`src/rtl/acc_readout_pkg.sv`:
```
package acc_readout_pkg;
  typedef struct packed {
    logic frac;
    logic uns;
    logic half;
    logic rnd;
    logic sat;
  } rd_mode_t;
endpackage

```
`src/rtl/acc_rounder.sv`:
```
// Arithmetic shift by SH, optional round-half-even, optional signed clamp to OUT_W.
module acc_rounder #(
  parameter int IN_W  = 48,
  parameter int SH    = 8,
  parameter int OUT_W = 32
) (
  input  logic [IN_W-1:0]  acc_i,
  input  logic             rnd_i,
  input  logic             sat_i,
  output logic [OUT_W-1:0] val_o
);
  localparam int Q_W = IN_W - SH;
  localparam int R_W = Q_W + 1;
  localparam logic [SH-1:0] HALF_V = {1'b1, {(SH-1){1'b0}}};

  logic [Q_W-1:0]   q;
  logic [SH-1:0]    rem;
  logic             inc;
  logic [R_W-1:0]   r;
  logic [R_W-OUT_W:0] top;
  logic             fits;

  assign q    = acc_i[IN_W-1:SH];
  assign rem  = acc_i[SH-1:0];
  assign inc  = rnd_i && ((rem > HALF_V) || ((rem == HALF_V) && q[0]));
  assign r    = {q[Q_W-1], q} + {{Q_W{1'b0}}, inc};
  assign top  = r[R_W-1:OUT_W-1];
  assign fits = (&top) || ~(|top);

  always_comb begin
    if (sat_i && !fits) val_o = {r[R_W-1], {(OUT_W-1){~r[R_W-1]}}};
    else                val_o = r[OUT_W-1:0];
  end
endmodule

```
`src/rtl/acc_readout_fmt.sv`:
```
module acc_readout_fmt
  import acc_readout_pkg::*;
#(
  parameter int ACC_W   = 48,
  parameter int DATA_W  = 32,
  parameter int GUARD_W = 8
) (
  input  logic [ACC_W-1:0]  acc_i,
  input  rd_mode_t          mode_i,
  output logic [DATA_W-1:0] data_o
);
  localparam int HALF_W  = DATA_W / 2;
  localparam int HALF_SH = GUARD_W + HALF_W;

  logic [HALF_W-1:0] half_val;
  logic [DATA_W-1:0] full_val;
  logic [ACC_W-DATA_W:0] s_top;
  logic s_fits, u_fits;

  acc_rounder #(.IN_W(ACC_W), .SH(HALF_SH), .OUT_W(HALF_W)) u_half (
    .acc_i (acc_i),
    .rnd_i (1'b1),
    .sat_i (mode_i.sat),
    .val_o (half_val)
  );

  acc_rounder #(.IN_W(ACC_W), .SH(GUARD_W), .OUT_W(DATA_W)) u_full (
    .acc_i (acc_i),
    .rnd_i (mode_i.rnd),
    .sat_i (mode_i.sat),
    .val_o (full_val)
  );

  assign s_top  = acc_i[ACC_W-1:DATA_W-1];
  assign s_fits = (&s_top) || ~(|s_top);
  assign u_fits = ~(|acc_i[ACC_W-1:DATA_W]);

  always_comb begin
    if (mode_i.frac) begin
      data_o = mode_i.half ? {{(DATA_W-HALF_W){1'b0}}, half_val} : full_val;
    end else if (mode_i.uns) begin
      data_o = u_fits ? acc_i[DATA_W-1:0] : {DATA_W{1'b1}};
    end else begin
      data_o = s_fits ? acc_i[DATA_W-1:0]
                      : {acc_i[ACC_W-1], {(DATA_W-1){~acc_i[ACC_W-1]}}};
    end
  end
endmodule

```
`src/rtl/acc_readout_bank.sv`:
```
module acc_readout_bank #(
  parameter int NUM_ACC = 4,
  parameter int ACC_W   = 48,
  parameter int DATA_W  = 32,
  parameter int GUARD_W = 8,
  localparam int IDX_W  = $clog2(NUM_ACC)
) (
  input  logic                            clk_i,
  input  logic                            rst_ni,
  input  logic                            wr_req_i,
  input  logic [IDX_W-1:0]                wr_idx_i,
  input  logic                            wr_frac_i,
  input  logic                            wr_uns_i,
  input  logic [DATA_W-1:0]               wr_data_i,
  input  logic [NUM_ACC-1:0]              ovf_set_i,
  output logic [NUM_ACC-1:0][ACC_W-1:0]   acc_o,
  output logic [NUM_ACC-1:0]              ovf_o
);
  localparam int EXT_W  = ACC_W - DATA_W;
  localparam int FEXT_W = ACC_W - DATA_W - GUARD_W;

  logic [ACC_W-1:0] wr_val;
  logic             sgn;

  assign sgn = wr_data_i[DATA_W-1];

  always_comb begin
    if (wr_frac_i)     wr_val = {{FEXT_W{sgn}}, wr_data_i, {GUARD_W{1'b0}}};
    else if (wr_uns_i) wr_val = {{EXT_W{1'b0}}, wr_data_i};
    else               wr_val = {{EXT_W{sgn}}, wr_data_i};
  end

  for (genvar g = 0; g < NUM_ACC; g++) begin : g_acc
    logic hit;
    assign hit = wr_req_i && (wr_idx_i == IDX_W'(g));

    always_ff @(posedge clk_i or negedge rst_ni) begin
      if (!rst_ni) begin
        acc_o[g] <= '0;
        ovf_o[g] <= 1'b0;
      end else begin
        if (hit) acc_o[g] <= wr_val;
        // write clear wins over a same-cycle set
        ovf_o[g] <= (ovf_o[g] | ovf_set_i[g]) & ~hit;
      end
    end
  end
endmodule

```
`src/rtl/acc_readout.sv`:
```
module acc_readout
  import acc_readout_pkg::*;
#(
  parameter int NUM_ACC = 4,
  parameter int ACC_W   = 48,
  parameter int DATA_W  = 32,
  parameter int GUARD_W = 8,
  localparam int IDX_W  = $clog2(NUM_ACC)
) (
  input  logic               clk_i,
  input  logic               rst_ni,
  input  logic               rd_req_i,
  input  logic [IDX_W-1:0]   rd_idx_i,
  input  logic               rd_frac_i,
  input  logic               rd_uns_i,
  input  logic               rd_half_i,
  input  logic               rd_rnd_i,
  input  logic               rd_sat_i,
  output logic [DATA_W-1:0]  rd_data_o,
  output logic               rd_valid_o,
  input  logic               wr_req_i,
  input  logic [IDX_W-1:0]   wr_idx_i,
  input  logic               wr_frac_i,
  input  logic               wr_uns_i,
  input  logic [DATA_W-1:0]  wr_data_i,
  input  logic [NUM_ACC-1:0] ovf_set_i,
  output logic [NUM_ACC-1:0] ovf_o
);
  logic [NUM_ACC-1:0][ACC_W-1:0] acc;
  rd_mode_t                      mode;
  logic [DATA_W-1:0]             fmt_data;

  acc_readout_bank #(
    .NUM_ACC(NUM_ACC), .ACC_W(ACC_W), .DATA_W(DATA_W), .GUARD_W(GUARD_W)
  ) u_bank (
    .clk_i     (clk_i),
    .rst_ni    (rst_ni),
    .wr_req_i  (wr_req_i),
    .wr_idx_i  (wr_idx_i),
    .wr_frac_i (wr_frac_i),
    .wr_uns_i  (wr_uns_i),
    .wr_data_i (wr_data_i),
    .ovf_set_i (ovf_set_i),
    .acc_o     (acc),
    .ovf_o     (ovf_o)
  );

  assign mode = '{frac: rd_frac_i, uns: rd_uns_i, half: rd_half_i,
                  rnd: rd_rnd_i, sat: rd_sat_i};

  acc_readout_fmt #(.ACC_W(ACC_W), .DATA_W(DATA_W), .GUARD_W(GUARD_W)) u_fmt (
    .acc_i  (acc[rd_idx_i]),
    .mode_i (mode),
    .data_o (fmt_data)
  );

  always_ff @(posedge clk_i or negedge rst_ni) begin
    if (!rst_ni) begin
      rd_data_o  <= '0;
      rd_valid_o <= 1'b0;
    end else begin
      rd_valid_o <= rd_req_i;
      if (rd_req_i) rd_data_o <= fmt_data;
    end
  end
endmodule

```
`config.mk`:
```
export PLATFORM = sky130hd
export DESIGN_NAME = acc_readout
export DESIGN_NICKNAME = d
export VERILOG_FILES = /design/src/rtl/acc_readout_pkg.sv /design/src/rtl/acc_rounder.sv /design/src/rtl/acc_readout_fmt.sv /design/src/rtl/acc_readout_bank.sv /design/src/rtl/acc_readout.sv
export SDC_FILE = /design/constraint.sdc
export NUM_CORES = 1
export LEC_CHECK = 0
export ABC_CLOCK_PERIOD_IN_PS = 6900
export BUFFER_PORTS_ARGS = -buffer_cell sky130_fd_sc_hd__clkbuf_2
export CAP_MARGIN = 30
export CORE_MARGIN = 2
export CORE_UTILIZATION = 64
export DETAILED_ROUTE_END_ITERATION = 16
export HOLD_SLACK_MARGIN = 0.15
export PLACE_DENSITY = 0.84
export SYNTH_ARGS = -nofsm -noshare
export SYNTH_HDL_FRONTEND = slang
export SYNTH_HIERARCHICAL = 1
export SYNTH_SLANG_ARGS = --single-unit
```
`constraint.sdc`:
```
create_clock -name clk_i -period 6.9 [get_ports clk_i]
set_clock_uncertainty 0.15 [all_clocks]
set_input_delay 0.345 -clock clk_i [delete_from_list [all_inputs] [get_ports clk_i]]
set_output_delay 0.345 -clock clk_i [all_outputs]
set_load 0.02 [all_outputs]
```
### Word level (Yosys, flattened, before mapping)

Cells that the tools add are included.

* bits in writable memories: 0
* output and inout bits: 37
* bits in registers: 229
* memories: 0
* input port bits: 51
* word-level logic and storage cells: 73
* memory bits (read-only): 0
* latch bits: 0

* shift operators: 0
* add/subtract/negate cells: 2
* $lt $le $gt $ge: 3
* reductions and logical operators: 24
* equality and inequality tests: 5
* bitwise operators: 18
* multiplexer cells: 11
* multiply operators: 0
* divide/modulo/power cells: 0

Operator list (count)
* $mux W32: 6
* $mux W48: 3
* $bmux W48 S2: 1
* $add A40 B2 Y41: 1
* $add A24 B2 Y25: 1
* $eq A24 B24 Y1 const B: 1
* $gt A24 B24 Y1 const B: 1
* $reduce_and A10 Y1: 2
* $reduce_or A10 Y1: 2
* $reduce_and A17 Y1: 1
* $reduce_or A17 Y1: 1
* $mux W16: 1
* $reduce_or A16 Y1: 1
* $not A1 Y1: 10
* $logic_and A1 B1 Y1: 9
* $eq A8 B8 Y1 const B: 1
* $gt A8 B8 Y1 const B: 1
* $logic_or A1 B1 Y1: 5
* $and A1 B1 Y1: 4
* $eq A2 B2 Y1 const B: 2
* $or A1 B1 Y1: 4
* $lt A2 B3 Y1 const B: 1
* $eq A2 B1 Y1 const B: 1
* $logic_not A1 Y1: 2
* $logic_not A2 Y1: 1

### Longest topological paths before layout

Gate-level depths: netlist of run 1.

* word-level depth: 15
* depth in mapped cells: 20
* mapped depth without buffers: 17

### By module

The synthesis of run 1 kept the hierarchy.

By module, submodules not included
* acc_readout_bank: area an instance 6308.6 µm², cells each 604, times used 1, seq. area each 4103.9 µm²
* acc_readout: area an instance 2357.3 µm², cells each 127, times used 1, seq. area each 825.8 µm²
* acc_rounder (u_fmt.u_full): area an instance 1266.2 µm², cells each 175, times used 1, seq. area each 0.0 µm²
* acc_rounder (u_fmt.u_half): area an instance 854.6 µm², cells each 115, times used 1, seq. area each 0.0 µm²
* acc_readout_fmt: area an instance 745.7 µm², cells each 111, times used 1, seq. area each 0.0 µm²

### Least setup slack after synthesis of run 1

Ideal clock, no wire load.

* kind: input -> register
* start: in rd_idx_i[0]
* end: reg rd_data_o[8]
* library setup time: 125 ps
* buffers on the path: 3
* path slack: 2418 ps
* arrival time: 4208 ps
* cell stages on the path: 20
* required time: 6625 ps
* path through: buf_4 > mux4_2 > nor4_1 > and4_1 > a31oi_1 > ha_1 > ha_1 > and4_1 > buf_4 > or3_1 > o21ai_0 > and3_2 > o21ai_0 > o31ai_4 > buf_8 > a21oi_2 > mux2i_1 > nand2_1 > a22o_1 > mux2_2

* elaborated cells between the ends (all ways): 40
* those cells by class: add/sub: 2; order compare: 2; eq/ne: 2; mux: 9; bitwise: 6; reduce/logical: 19

RTL lines
* start, declared: line acc_readout.sv:13 `input logic [IDX_W-1:0] rd_idx_i,`
* $bmux W48 S2 (*): line acc_readout.sv:52 `.acc_i (acc[rd_idx_i]),`
* $mux W48 (not written as such) (*): line acc_readout.sv:52
* branches (longest 3 deep; another with $gt A24 B24 Y1)
* $add A24 B2 Y25 (*): line acc_rounder.sv:26 `assign r = {q[Q_W-1], q} + {{Q_W{1'b0}}, inc};`
* $reduce_or A10 Y1: line acc_rounder.sv:28 `assign fits = (&top) || ~(|top);`
* $not A1 Y1: line acc_rounder.sv:28
* $logic_or A1 B1 Y1: line acc_rounder.sv:28
* $logic_not A1 Y1: line acc_rounder.sv:31 `if (sat_i && !fits) val_o = {r[R_W-1], {(OUT_W-1){~r[R_W-1]}}};`
* $logic_and A1 B1 Y1: line acc_rounder.sv:31
* $mux W16 (*): line acc_rounder.sv:31
* net u_fmt.half_val[8]: line acc_readout_fmt.sv:15 `logic [HALF_W-1:0] half_val;`
* $mux W32 (*): line acc_readout_fmt.sv:40 `data_o = mode_i.half ? {{(DATA_W-HALF_W){1'b0}}, half_val} : full_val;`
* $mux W32 (*): line acc_readout_fmt.sv:39 `if (mode_i.frac) begin`
* net fmt_data[8]: line acc_readout.sv:31 `logic [DATA_W-1:0] fmt_data;`
* end signal, assigned: line acc_readout.sv:63 `if (rd_req_i) rd_data_o <= fmt_data;`
* end, declared: line acc_readout.sv:19 `output logic [DATA_W-1:0] rd_data_o,`

Mark *: on every way through the listed nets, which the timed path passes. The select of a mux whose other input is x is not followed.
A chain may end at the register's enable or synchronous reset.

### Worst setup path after layout of run 1

* start: in rd_idx_i[0]
* end: reg rd_data_o[3]

Same word-level chain as after synthesis.

==> results of run 1 <==
cell type report:
cell class,count,area [um^2]
timing repair buffer,127,858
inverter,8,30.0
multi-input combinational,821,5930
fill,1238,5180
clock inverter,15,194
clock buffer,17,425
sequential,197,4930
tap,229,287
sequential cells by signal (all words and copies together), names as in the netlist:
| name | flops |
|---|---|
| rd_valid_o | 1 |
| u_bank/acc_o | 160 |
| u_bank/ovf_o | 4 |
| rd_data_o | 32 |
kinds of logic after synthesis:
| group | count (synthesis) |
|---|---|
| simple gates | 367 |
| compound gates | 274 |
| buf+inv | 114 |
| xor+xnor | 51 |
| fa+ha+maj | 4 |
| other cells | 1 |
| mux | 124 |
| flops | 197 |
per-layer routing:
layer	vias up	track usage (%)	share of wire [%]
met4	0	11.0	3.5
li1	4124	-	-
met1	4510	41.8	40
met3	89	5.54	7.6
met2	457	49.7	49
met5	-	0	0
Yosys cell counts, drive strengths merged (15+ instances only):
master   count
a21oi       59
a22o        16
a2bb2oi     15
buf         70
clkbuf      36
dfrtp      197
mux2        32
mux2i       44
mux4        48
nand2      216
nand3       27
nand4       20
nor2        19
nor4        18
o21ai      165
xnor2       29
xor2        22
critical path, delay by kind of cell:
| kind | cells | cell delay, ns |
|---|---|---|
| AO/OA/AOI/OAI | 6 | 1.45 |
| AND/OR/NAND/NOR | 6 | 1.61 |
| multiplexers | 3 | 1.13 |
| buffers and inverters | 1 | 0.56 |
| adder cells (fa/ha/maj) | 2 | 0.46 |
final timing paths:
check,to,slack (ns)
max,rd_data_o[3],1.50
min,u_bank/acc_o[33],0.16
max reg2reg,rd_data_o[3],1.71
min reg2reg,u_bank/ovf_o[3],0.33
max in group asynchronous,u_bank/acc_o[115],4.20
min in group asynchronous,rd_data_o[29],0.66
what timing repair did:
| action | CTS | global route |
|---|---|---|
| hold buffers | 26 | 1 |
| buffers inserted | 0 | 0 |
| endpoints found under the hold margin | 171 | 5 |
power by group:
group	switching, mW	leakage, nW	total (mW)	internal [mW]
Sequential	0.109	2.44	1.46	1.35
Clock	0.518	0.300	1.02	0.499
Combinational	0.613	2.70	1.02	0.411
Total	1.24	5.44	3.50	2.26
stage by stage:
| stage | hold slack, ns | utilization (%) | setup slack [ns] | power (mW) |
|---|---|---|---|---|
| finish | 0.164 | 71.0 | 1.50 | 3.50 |
| global route | 0.183 | 71.0 | 1.18 | 3.66 |
| CTS | 0.150 | 70.7 | 1.61 | 3.49 |
| detailed placement | 0.314 | 65.8 | 1.22 | 2.46 |
| global placement | 0.306 | 65.6 | 1.35 | 2.42 |
| floorplan | -0.101 | - | 2.42 | 2.21 |
==> reports/summary.txt, run 1 <==
outcome: finished clean
worst-path cell chain: buf_4 -> mux4_2 -> nor4_1 -> and4_1 -> a31oi_1 -> ha_1 -> ha_1 -> and4_1 -> or3_1 -> o21ai_0 -> and3_2 -> o21ai_0 -> o31ai_4 -> a21oi_1 -> mux2i_1 -> nand2_1 -> a22o_1 -> mux2_1
share of post-route cells with drive strength above 1: 23.4%
Async S/R FF share, synth: 100%
Max FO, Critical Path: 36
number of port buffers: 87
Max Slew Vio Count: 0
number of max-cap violations: 0
Placed Area: 11700 um^2
Adder-Cell Fraction of Synth Area: 0.434%
CP max stage delay: 0.77 ns
Syn Std Cell Area: 11500 um^2
Yosys warnings: 6
Compound-Gate Fraction of Synth Area: 14.9%
Max Clk Rate: 185 MHz
wire length of the first global-routing pass: 46800 um
FF-to-FF Start: u_bank/acc_o[144]
Post-synth EDFFs: 0
Area contributors post-synth: dfrtp_1, mux4_2, nand2_1, o21ai_0, mux2i_1
Leakage Power: 5.44 nW
initial antenna violation count: 0
Vias/cell: 6.49
worst setup path start: rd_idx_i[0]
via count: 9180
Clock Latency Late Sink: 0.45 ns
min Tclk post-route: 5.40 ns
hold crit path type: primary input to register
DRT Pass-1 Iters: 6
Synth Net Count: 1187
Worst Path Required: 7.08 ns
design area: 12700 um^2
Ports: 88
XOR/XNOR Fraction of Synth Area: 3.87%
ys flop type: dfrtp_1
largest area contributor in the netlist: dfrtp_1
Clock Sinks: 197
main combinational cell family by area after synthesis: multiplexers
reg2reg path depth: 17
routed len/inst: 20.2 um
Seq/Total Area, Yosys: 42.7%
Rel. slew slack: 34.6%
Mapped Cells: 1132
clock slew at reported path FFs: 0.08 ns
power density cells: 276 nW/um^2
antenna-violating nets left: 0
Crit. End Element: register
1st-iter DRT viols: 1108
post_cts resized: 0
full die area: 19100 um^2
die width: 138 um
Avg Inst Size Synth: 10.2 um^2
peak supply drop: 0.182 mV
DP Cell Count: 1354
number of global-route vias before repair: 8973
RSZ-0062 raised after global routing: no
overall routing resource usage: 30.6%
Crit-path slowest cell: o31ai_4
number of unique standard cell types used by synthesis: 69
Initial Util: 64.6%
Layout Cells excl Fill: 1414
Synth Register Bits: 197
Final Wtd Congestion: 0.919
hold depth: 3
Final #Nets: 1227
DRC Markers: 0
die outline height: 138 um
Rows: 49
Root Buffer: clkbuf_16
most frequent cells in the layout: nand2_1, dfrtp_1, o21ai_0, clkbuf_2, mux4_2
final setup violation count: 0
Worst EP arrival: 5.58 ns
clock buffer depth: 2
Synth Area in Simple Gates: 15.8%
total CTS buffers: 17
H-tree Lvls: 4
aggregate global routing overflow: 0
crit path kind: primary input to register
period utilization: 78.2%
Fin. Hold Viols: 0
most common cell after layout, fill and taps aside: nand2_1
area grow syn2layout: 9.76%
core area: 17800 um^2
Worst Tran Pin Value: 0.979 ns
CTS tree: built
hpwl dp: 18500 um
setup TNS: 0 ns
worst hold path startpoint: wr_data_i[25]
# diodes: 0
largest net degree at the start of global routing: 123
Critical Path Source Type: primary input
WL final: 28600 um
mux contribution to synthesized area: 16.3%
Synth top area share: 42.7%
Power figures use the tool's default switching activity.
==> inputs of run 2 (changes only) <==
--- a/config.mk
+++ b/config.mk
@@ -5,14 +5,14 @@
 export SDC_FILE = /design/constraint.sdc
 export NUM_CORES = 1
 export LEC_CHECK = 0
-export ABC_CLOCK_PERIOD_IN_PS = 6900
+export ABC_CLOCK_PERIOD_IN_PS = 4450
 export BUFFER_PORTS_ARGS = -buffer_cell sky130_fd_sc_hd__clkbuf_2
 export CAP_MARGIN = 30
 export CORE_MARGIN = 2
-export CORE_UTILIZATION = 64
+export CORE_UTILIZATION = 55
 export DETAILED_ROUTE_END_ITERATION = 16
 export HOLD_SLACK_MARGIN = 0.15
-export PLACE_DENSITY = 0.84
+export PLACE_DENSITY = 0.77
 export SYNTH_ARGS = -nofsm -noshare
 export SYNTH_HDL_FRONTEND = slang
 export SYNTH_HIERARCHICAL = 1
==> constraint.sdc (replaced) <==
create_clock -name clk_i -period 4.45 [get_ports clk_i]
set_clock_uncertainty 0.15 [all_clocks]
set_input_delay 0.2225 -clock clk_i [delete_from_list [all_inputs] [get_ports clk_i]]
set_output_delay 0.2225 -clock clk_i [all_outputs]
set_load 0.02 [all_outputs]
==> run 2 against run 1 <==
The flow now finishes with violations (negative setup slack). First-iteration DRC count shrank 11%. Power grew 63%. Final cell count grew 10%. Sequential power grew 55%. Global-route usage shrank 2.1 points. Wire length grew 8.2%. Sequential share of layout area shrank 3.2 points. Sequential cell count is the same. Register-to-register slack lost 1.8 ns. Combinational power grew 81%. Hold slack lost 0.0021 ns. Worst setup slack lost 1.6 ns. Critical endpoint is now rd_data_o[1]. Highest routed layer unchanged.
==> reports/summary.txt, run 2 (synthesized netlist as in run 1, its figures left out) <==
Switching Fraction: 35.2% (-0.20 points)
via count: 9474 (+3.2%)
H-tree Lvls: 4 (unchanged)
worst setup path start: u_bank/acc_o[156]
Rel. slew slack: 31.9% (-2.6 points)
Root Buffer: clkbuf_16
initial antenna violation count: 0 (unchanged)
Final Wtd Congestion: 0.945 (+2.8%)
Layout Cells excl Fill: 1556 (+10%)
total CTS buffers: 17 (unchanged)
die outline height: 149 um (+7.6%)
setup TNS: -0.183 ns (-0.183 ns)
Final #Nets: 1328 (+8.2%)
number of port buffers: 87 (unchanged)
Leakage Power: 6.01 nW (+10%)
combinational share of power: 32.4% (+3.1 points)
Top reg by flops: u_bank/acc_o
hpwl dp: 20000 um (+8.6%)
Critical Path Source Type: register
1st-iter DRT viols: 989 (-11%)
CTS tree: built
most frequent cells in the layout: nand2_1, dfrtp_1, o21ai_0, clkbuf_2, buf_4
part of the power in registers: 39.6% (-2.1 points)
wire length of the first global-routing pass: 48900 um (+4.4%)
RSZ-0062 raised after global routing: yes
outcome: finished, violations left
WL final: 31000 um (+8.2%)
Max FO, Critical Path: 6 (-83%)
Final Total Pwr: 5.70 mW (+63%)
most common cell after layout, fill and taps aside: nand2_1
Final Hold Slack: 0.162 ns (-0.00210 ns)
Vias/cell: 6.09 (-6.2%)
share of post-route cells with drive strength above 1: 29.9% (+6.5 points)
die width: 149 um (+7.6%)
area grow syn2layout: 19.7%
DRC Markers: 0 (unchanged)
Max Slew Vio Count: 0 (unchanged)
number of global-route vias before repair: 9262 (+3.2%)
aggregate global routing overflow: 0 (unchanged)
# diodes: 0 (unchanged)
final setup margin: -0.0645 ns (-1.57 ns)
Clock Sinks: 197 (unchanged)
peak supply drop: 0.270 mV (+48%)
max reg flops: 160 (unchanged)
Crit. End Element: register
Worst EP arrival: 4.68 ns (-0.90 ns)
Worst Tran Pin Value: 1.02 ns (+0.0396 ns)
Ports: 88 (unchanged)
Clock Latency Late Sink: 0.44 ns (about the same)
Initial Util: 56.4% (-8.2 points)
reg2reg path depth: 19 (+2)
Reg2Reg Setup Slack: -0.06 ns (-1.77 ns)
internal power: 3.69 mW (+64%)
crit path kind: register to register
overall routing resource usage: 28.4% (-2.1 points)
Max Clk Rate: 222 MHz
DRT Pass-1 Iters: 5 (-1)
power density cells: 413 nW/um^2 (+49%)
hold crit path type: primary input to asynchronous set/reset pin
final setup violation count: 6 (+6)
Net Switching: 2.01 mW (+62%)
period utilization: 101%
clock slew at reported path FFs: 0.08 ns (about the same)
clock network fraction of design power: 27.9% (-1.2 points)
antenna-violating nets left: 0 (unchanged)
min Tclk post-route: 4.51 ns
number of max-cap violations: 0 (unchanged)
full die area: 22100 um^2 (+16%)
Rows: 52 (+6.1%)
top flop regs: u_bank/acc_o: 160 flops, rd_data_o: 32 flops, u_bank/ovf_o: 4 flops
clock buffer depth: 2 (unchanged)
routed len/inst: 19.9 um (-1.6%)
area of the multi-input gates: 6060 um^2 (+2.0%)
failing checks: negative setup slack
core area: 20400 um^2 (+15%)
Fin. Hold Viols: 0 (unchanged)
Fillers: 1536 (+24%)
DP Cell Count: 1463 (+8.1%)
FF-to-FF Start: u_bank/acc_o[156]
R2R Path End: rd_data_o[1]
largest net degree at the start of global routing: 82 (-33%)
crit path capture: rd_data_o[1]
FF+latch area: 4930 um^2 (unchanged)
Worst Path Required: 4.62 ns (-2.46 ns)
## run 2: per-layer routing
| metal | share of wire (%) | track usage [%] | wire length [um] | vias up |
|---|---|---|---|---|
| met4 | 3.3 | 10.4 | 1020 | 0 |
| met1 | 42 | 39.0 | 13000 | 4676 |
| li1 | - | - | - | 4326 |
| met5 | 0 | 0 | 0 | - |
| met2 | 49 | 46.4 | 15100 | 405 |
| met3 | 6.1 | 4.34 | 1890 | 67 |
## run 2: worst min-delay path by stage
stage,startpoint,endpoint,cells past startpoint
floorplan,rst_ni,rd_data_o[0],0
global placement,ovf_set_i[2],u_bank/ovf_o[2],2
detailed placement,rst_ni,rd_data_o[27],1
CTS,wr_uns_i,u_bank/acc_o[34],4
global route,rst_ni,rd_data_o[27],2
finish,rst_ni,rd_data_o[27],2
## run 2: layout make-up
type                            instances  area share [%]
Sequential cell                       197            35.7
Inverter                                8           0.217
Clock inverter                         14            1.26
Timing Repair Buffer                  228            13.3
Clock buffer                           18            3.18
Tap cell                              270            2.45
Multi-Input combinational cell        821            43.9
## run 2: worst max-delay path, stage by stage, from the launching register on
cell	delay [ns]
dfrtp_1	0.40
mux4_2	0.52
nor4_1	0.30
and4_1	0.22
a31oi_1	0.09
ha_2	0.22
ha_4	0.17
and4_4	0.22
nor3b_2	0.18
and4_1	0.25
nor4_2	0.07
o41a_1	0.34
buf_4	0.16
o31ai_4	0.08
buf_12	0.18
a21oi_1	0.08
mux2i_1	0.18
nand2_1	0.11
a22o_1	0.21
mux2_2	0.26
## run 2: timing repair
item / in CTS / in global routing
gates cloned: 1 / 1
setup endpoints to repair: 12 / 15
setup buffers: 3 / 16
hold buffers: 40 / 0
endpoints found under the hold margin: 289 / 0
gates resized for setup: 8 / 19
pin swaps: 2 / 17
## run 2: through the flow
step / instance area [um^2] / utilization, % / setup WS (ns)
global placement: 12400 / 60.7 / -0.137
finish: 13800 / 67.6 / -0.0645
CTS: 13500 / 66.3 / 0.0119
global route: 13800 / 67.6 / -0.154
floorplan: 11500 / - / 0.0903
detailed placement: 12500 / 61.0 / -0.231
## run 2: power groups by stage
stage               clock network [mW]  logic, mW  registers [mW]
floorplan                            0       1.10            2.33
global placement                     0       1.65            2.28
detailed placement                   0       1.69            2.29
CTS                               1.60       1.75            2.26
global route                      1.68       1.99            2.30
finish                            1.59       1.85            2.26
==> inputs of run 3 (changes only) <==
--- a/config.mk
+++ b/config.mk
@@ -8,11 +8,10 @@
 export ABC_CLOCK_PERIOD_IN_PS = 4450
 export BUFFER_PORTS_ARGS = -buffer_cell sky130_fd_sc_hd__clkbuf_2
 export CAP_MARGIN = 30
-export CORE_MARGIN = 2
 export CORE_UTILIZATION = 55
 export DETAILED_ROUTE_END_ITERATION = 16
 export HOLD_SLACK_MARGIN = 0.15
-export PLACE_DENSITY = 0.77
+export PLACE_DENSITY = 0.86
 export SYNTH_ARGS = -nofsm -noshare
 export SYNTH_HDL_FRONTEND = slang
 export SYNTH_HIERARCHICAL = 1
==> run 3 against run 2 <==
The flow still finishes with violations (negative setup slack). Worst setup slack gained 0.021 ns. Maximum frequency grew 0.46%. Global-route usage grew 2.3 points. Clock power is essentially flat. Via count grew 3.1%. Wire length grew 3.4%. Sequential power is essentially flat. Register-to-register slack gained 0.02 ns.
==> reports/summary.txt, run 3 (synthesized netlist as in run 1, its figures left out) <==
outcome: finished, violations left
failing checks: negative setup slack
Layout Cells excl Fill: 1537 (-1.2%)
Final Hold Slack: 0.234 ns (+0.0726 ns)
WP depth: 19 (unchanged)
wl on met1: 12400 um (-4.3%)
Leakage Power: 5.87 nW (-2.3%)
clock slew at reported path FFs: 0.08 ns (about the same)
WL met3: 3000 um (+59%)
final setup margin: -0.0438 ns (+0.0207 ns)
initial antenna violation count: 0 (unchanged)
area grow syn2layout: 17.4%
Root Buffer: clkbuf_16
min Tclk post-route: 4.49 ns (-0.0207 ns)
Fillers: 1430 (-6.9%)
Worst Path Required: 4.62 ns (about the same)
CP max stage delay: 0.52 ns (about the same)
total CTS buffers: 17 (unchanged)
power density cells: 416 nW/um^2 (+0.87%)
worst setup path start: u_bank/acc_o[144]
Clock Sinks: 197 (unchanged)
number of max-cap violations: 0 (unchanged)
Final Total Pwr: 5.64 mW (-1.0%)
Crit-path slowest cell: mux4_2
antenna-violating nets left: 0 (unchanged)
Top reg by flops: u_bank/acc_o
CTS tree: built
Vias/cell: 6.36 (+4.4%)
Max FO, Critical Path: 7 (+1)
H-tree Lvls: 4 (unchanged)
number of port buffers: 87 (unchanged)
peak supply drop: 0.285 mV (+5.7%)
Initial Util: 56.6% (+0.18 points)
Ports: 88 (unchanged)
DRC Markers: 0 (unchanged)
Worst EP arrival: 4.67 ns (about the same)
Max Clk Rate: 223 MHz (+0.46%)
Clock Latency Late Sink: 0.44 ns (about the same)
design area: 13500 um^2 (-1.9%)
most common cell after layout, fill and taps aside: nand2_1
Reg2Reg Setup Slack: -0.04 ns (+0.02 ns)
Worst Tran Pin Value: 1.02 ns (+0.00400 ns)
Final #Nets: 1309 (-1.4%)
clock buffer depth: 2 (unchanged)
FF-to-FF Start: u_bank/acc_o[144]
aggregate global routing overflow: 0 (unchanged)
Max Used Layer: met4
wire length of the first global-routing pass: 51500 um (+5.3%)
share of post-route cells with drive strength above 1: 27.9% (-2.0 points)
DRT Pass-1 Iters: 8 (+3)
hold crit path type: primary input to register
number of global-route vias before repair: 9723 (+5.0%)
routed len/inst: 20.8 um (+4.7%)
core area: 20400 um^2 (-0.32%)
DP Cell Count: 1453 (-0.68%)
die width: 147 um (-1.3%)
largest net degree at the start of global routing: 123 (+50%)
reg2reg path depth: 19 (unchanged)
Crit. End Element: register
crit path kind: register to register
via count: 9770 (+3.1%)
Worst Path Buf+Inv: 2 (unchanged)
Critical Path Source Type: register
Final Wtd Congestion: 0.950 (+0.51%)
period utilization: 101% (-0.47 points)
RSZ-0062 raised after global routing: yes
Rel. slew slack: 31.7% (-0.27 points)
Placed Area: 12300 um^2 (-1.2%)
final setup violation count: 13 (+7)
overall routing resource usage: 30.7% (+2.3 points)
# diodes: 0 (unchanged)
crit path capture: rd_data_o[2]
Rows: 52 (unchanged)
CP top delay family: simple AND/OR/NAND/NOR gates
most frequent cells in the layout: nand2_1, dfrtp_1, o21ai_0, clkbuf_2, buf_4
hpwl dp: 20200 um (+0.90%)
R2R Path End: rd_data_o[2]
1st-iter DRT viols: 1129 (+14%)
worst-path cell chain: mux4_2 -> nor4_4 -> and4_1 -> a31oi_1 -> ha_2 -> ha_4 -> buf_4 -> nand4_1 -> nor3b_1 -> and3_1 -> nor4_2 -> o41a_1 -> nor2b_4 -> buf_12 -> a21oi_1 -> mux2i_1 -> nand2_1 -> a22o_1 -> mux2_2
max reg flops: 160 (unchanged)
Fin. Hold Viols: 0 (unchanged)
met2 WL: 15600 um (+3.2%)
top flop regs: u_bank/acc_o: 160 flops, rd_data_o: 32 flops, u_bank/ovf_o: 4 flops
full die area: 21600 um^2 (-2.7%)
die outline height: 147 um (-1.3%)
Max Slew Vio Count: 0 (unchanged)
WL final: 32000 um (+3.4%)
pre-CTS WS: -0.268 ns (-0.0371 ns)
[run 3: cell types whose count changed in the layout (fill, tap and decap cells not counted), moves of 3 or more]
cell and change:
nor4_1 +5, buf_12 -6, buf_4 -17, dlygate4sd3_1 +3
nor4_2 -4
[run 3: cell type report]
class / instances / area (um^2) / share of cell area [%]
Inverter: 8 / 30.0 / 0.222
Sequential cell: 197 / 4930 / 36.4
Clock buffer: 19 / 453 / 3.34
Timing Repair Buffer: 209 / 1640 / 12.1
Clock inverter: 13 / 155 / 1.15
Tap cell: 270 / 338 / 2.49
Multi-Input combinational cell: 821 / 6000 / 44.3
[run 3: how the worst min path moves through the flow]
| stage | start | to | depth (start not counted) |
|---|---|---|---|
| 6_report | wr_uns_i | u_bank/acc_o[36] | 4 |
| 2_1_floorplan | rst_ni | rd_data_o[0] | 0 |
| 5_1_grt | wr_uns_i | u_bank/acc_o[37] | 4 |
| 4_1_cts | wr_uns_i | u_bank/acc_o[36] | 4 |
| 3_5_place_dp | rst_ni | rd_data_o[26] | 1 |
| 3_3_place_gp | rst_ni | rd_data_o[27] | 1 |
[run 3: what timing repair did]
item	CTS	global route
pin swaps	4	8
gates cloned	1	1
endpoints found under the setup margin	16	16
hold buffers	42	1
hold endpoints to repair	275	21
resized for setup	8	13
setup buffers	2	5
[run 3: report_power, final]
part	switching, mW	leakage (nW)	internal, mW
clock	0.739	0.292	0.832
combinational	1.03	3.14	0.773
sequential	0.175	2.44	2.09
total	1.95	5.87	3.70
[run 3: through the flow]
stage,TNS (ns),util (%)
after floorplan,0,-
after global placement,-1.95,60.2
after detailed placement,-3.85,60.5
after CTS,0,65.8
after global routing,-2.18,66.5
final,-0.328,66.5
[run 3: worst register-to-register path: cells and delay by family, from the launching register on]
family / cells / cell delay [ns]
AOI/OAI and AO/OA: 4 / 0.58
and+or+nand+nor: 8 / 1.62
adders and majority gates: 2 / 0.40
muxes: 3 / 0.93
DFF: 1 / 0.40
buffers and inverters: 2 / 0.31
[run 3: layer usage]
layer	up-vias	track usage, %
met2	585	50.1
met3	94	6.18
met4	0	12.6
li1	4279	-
met5	-	0
met1	4812	40.2
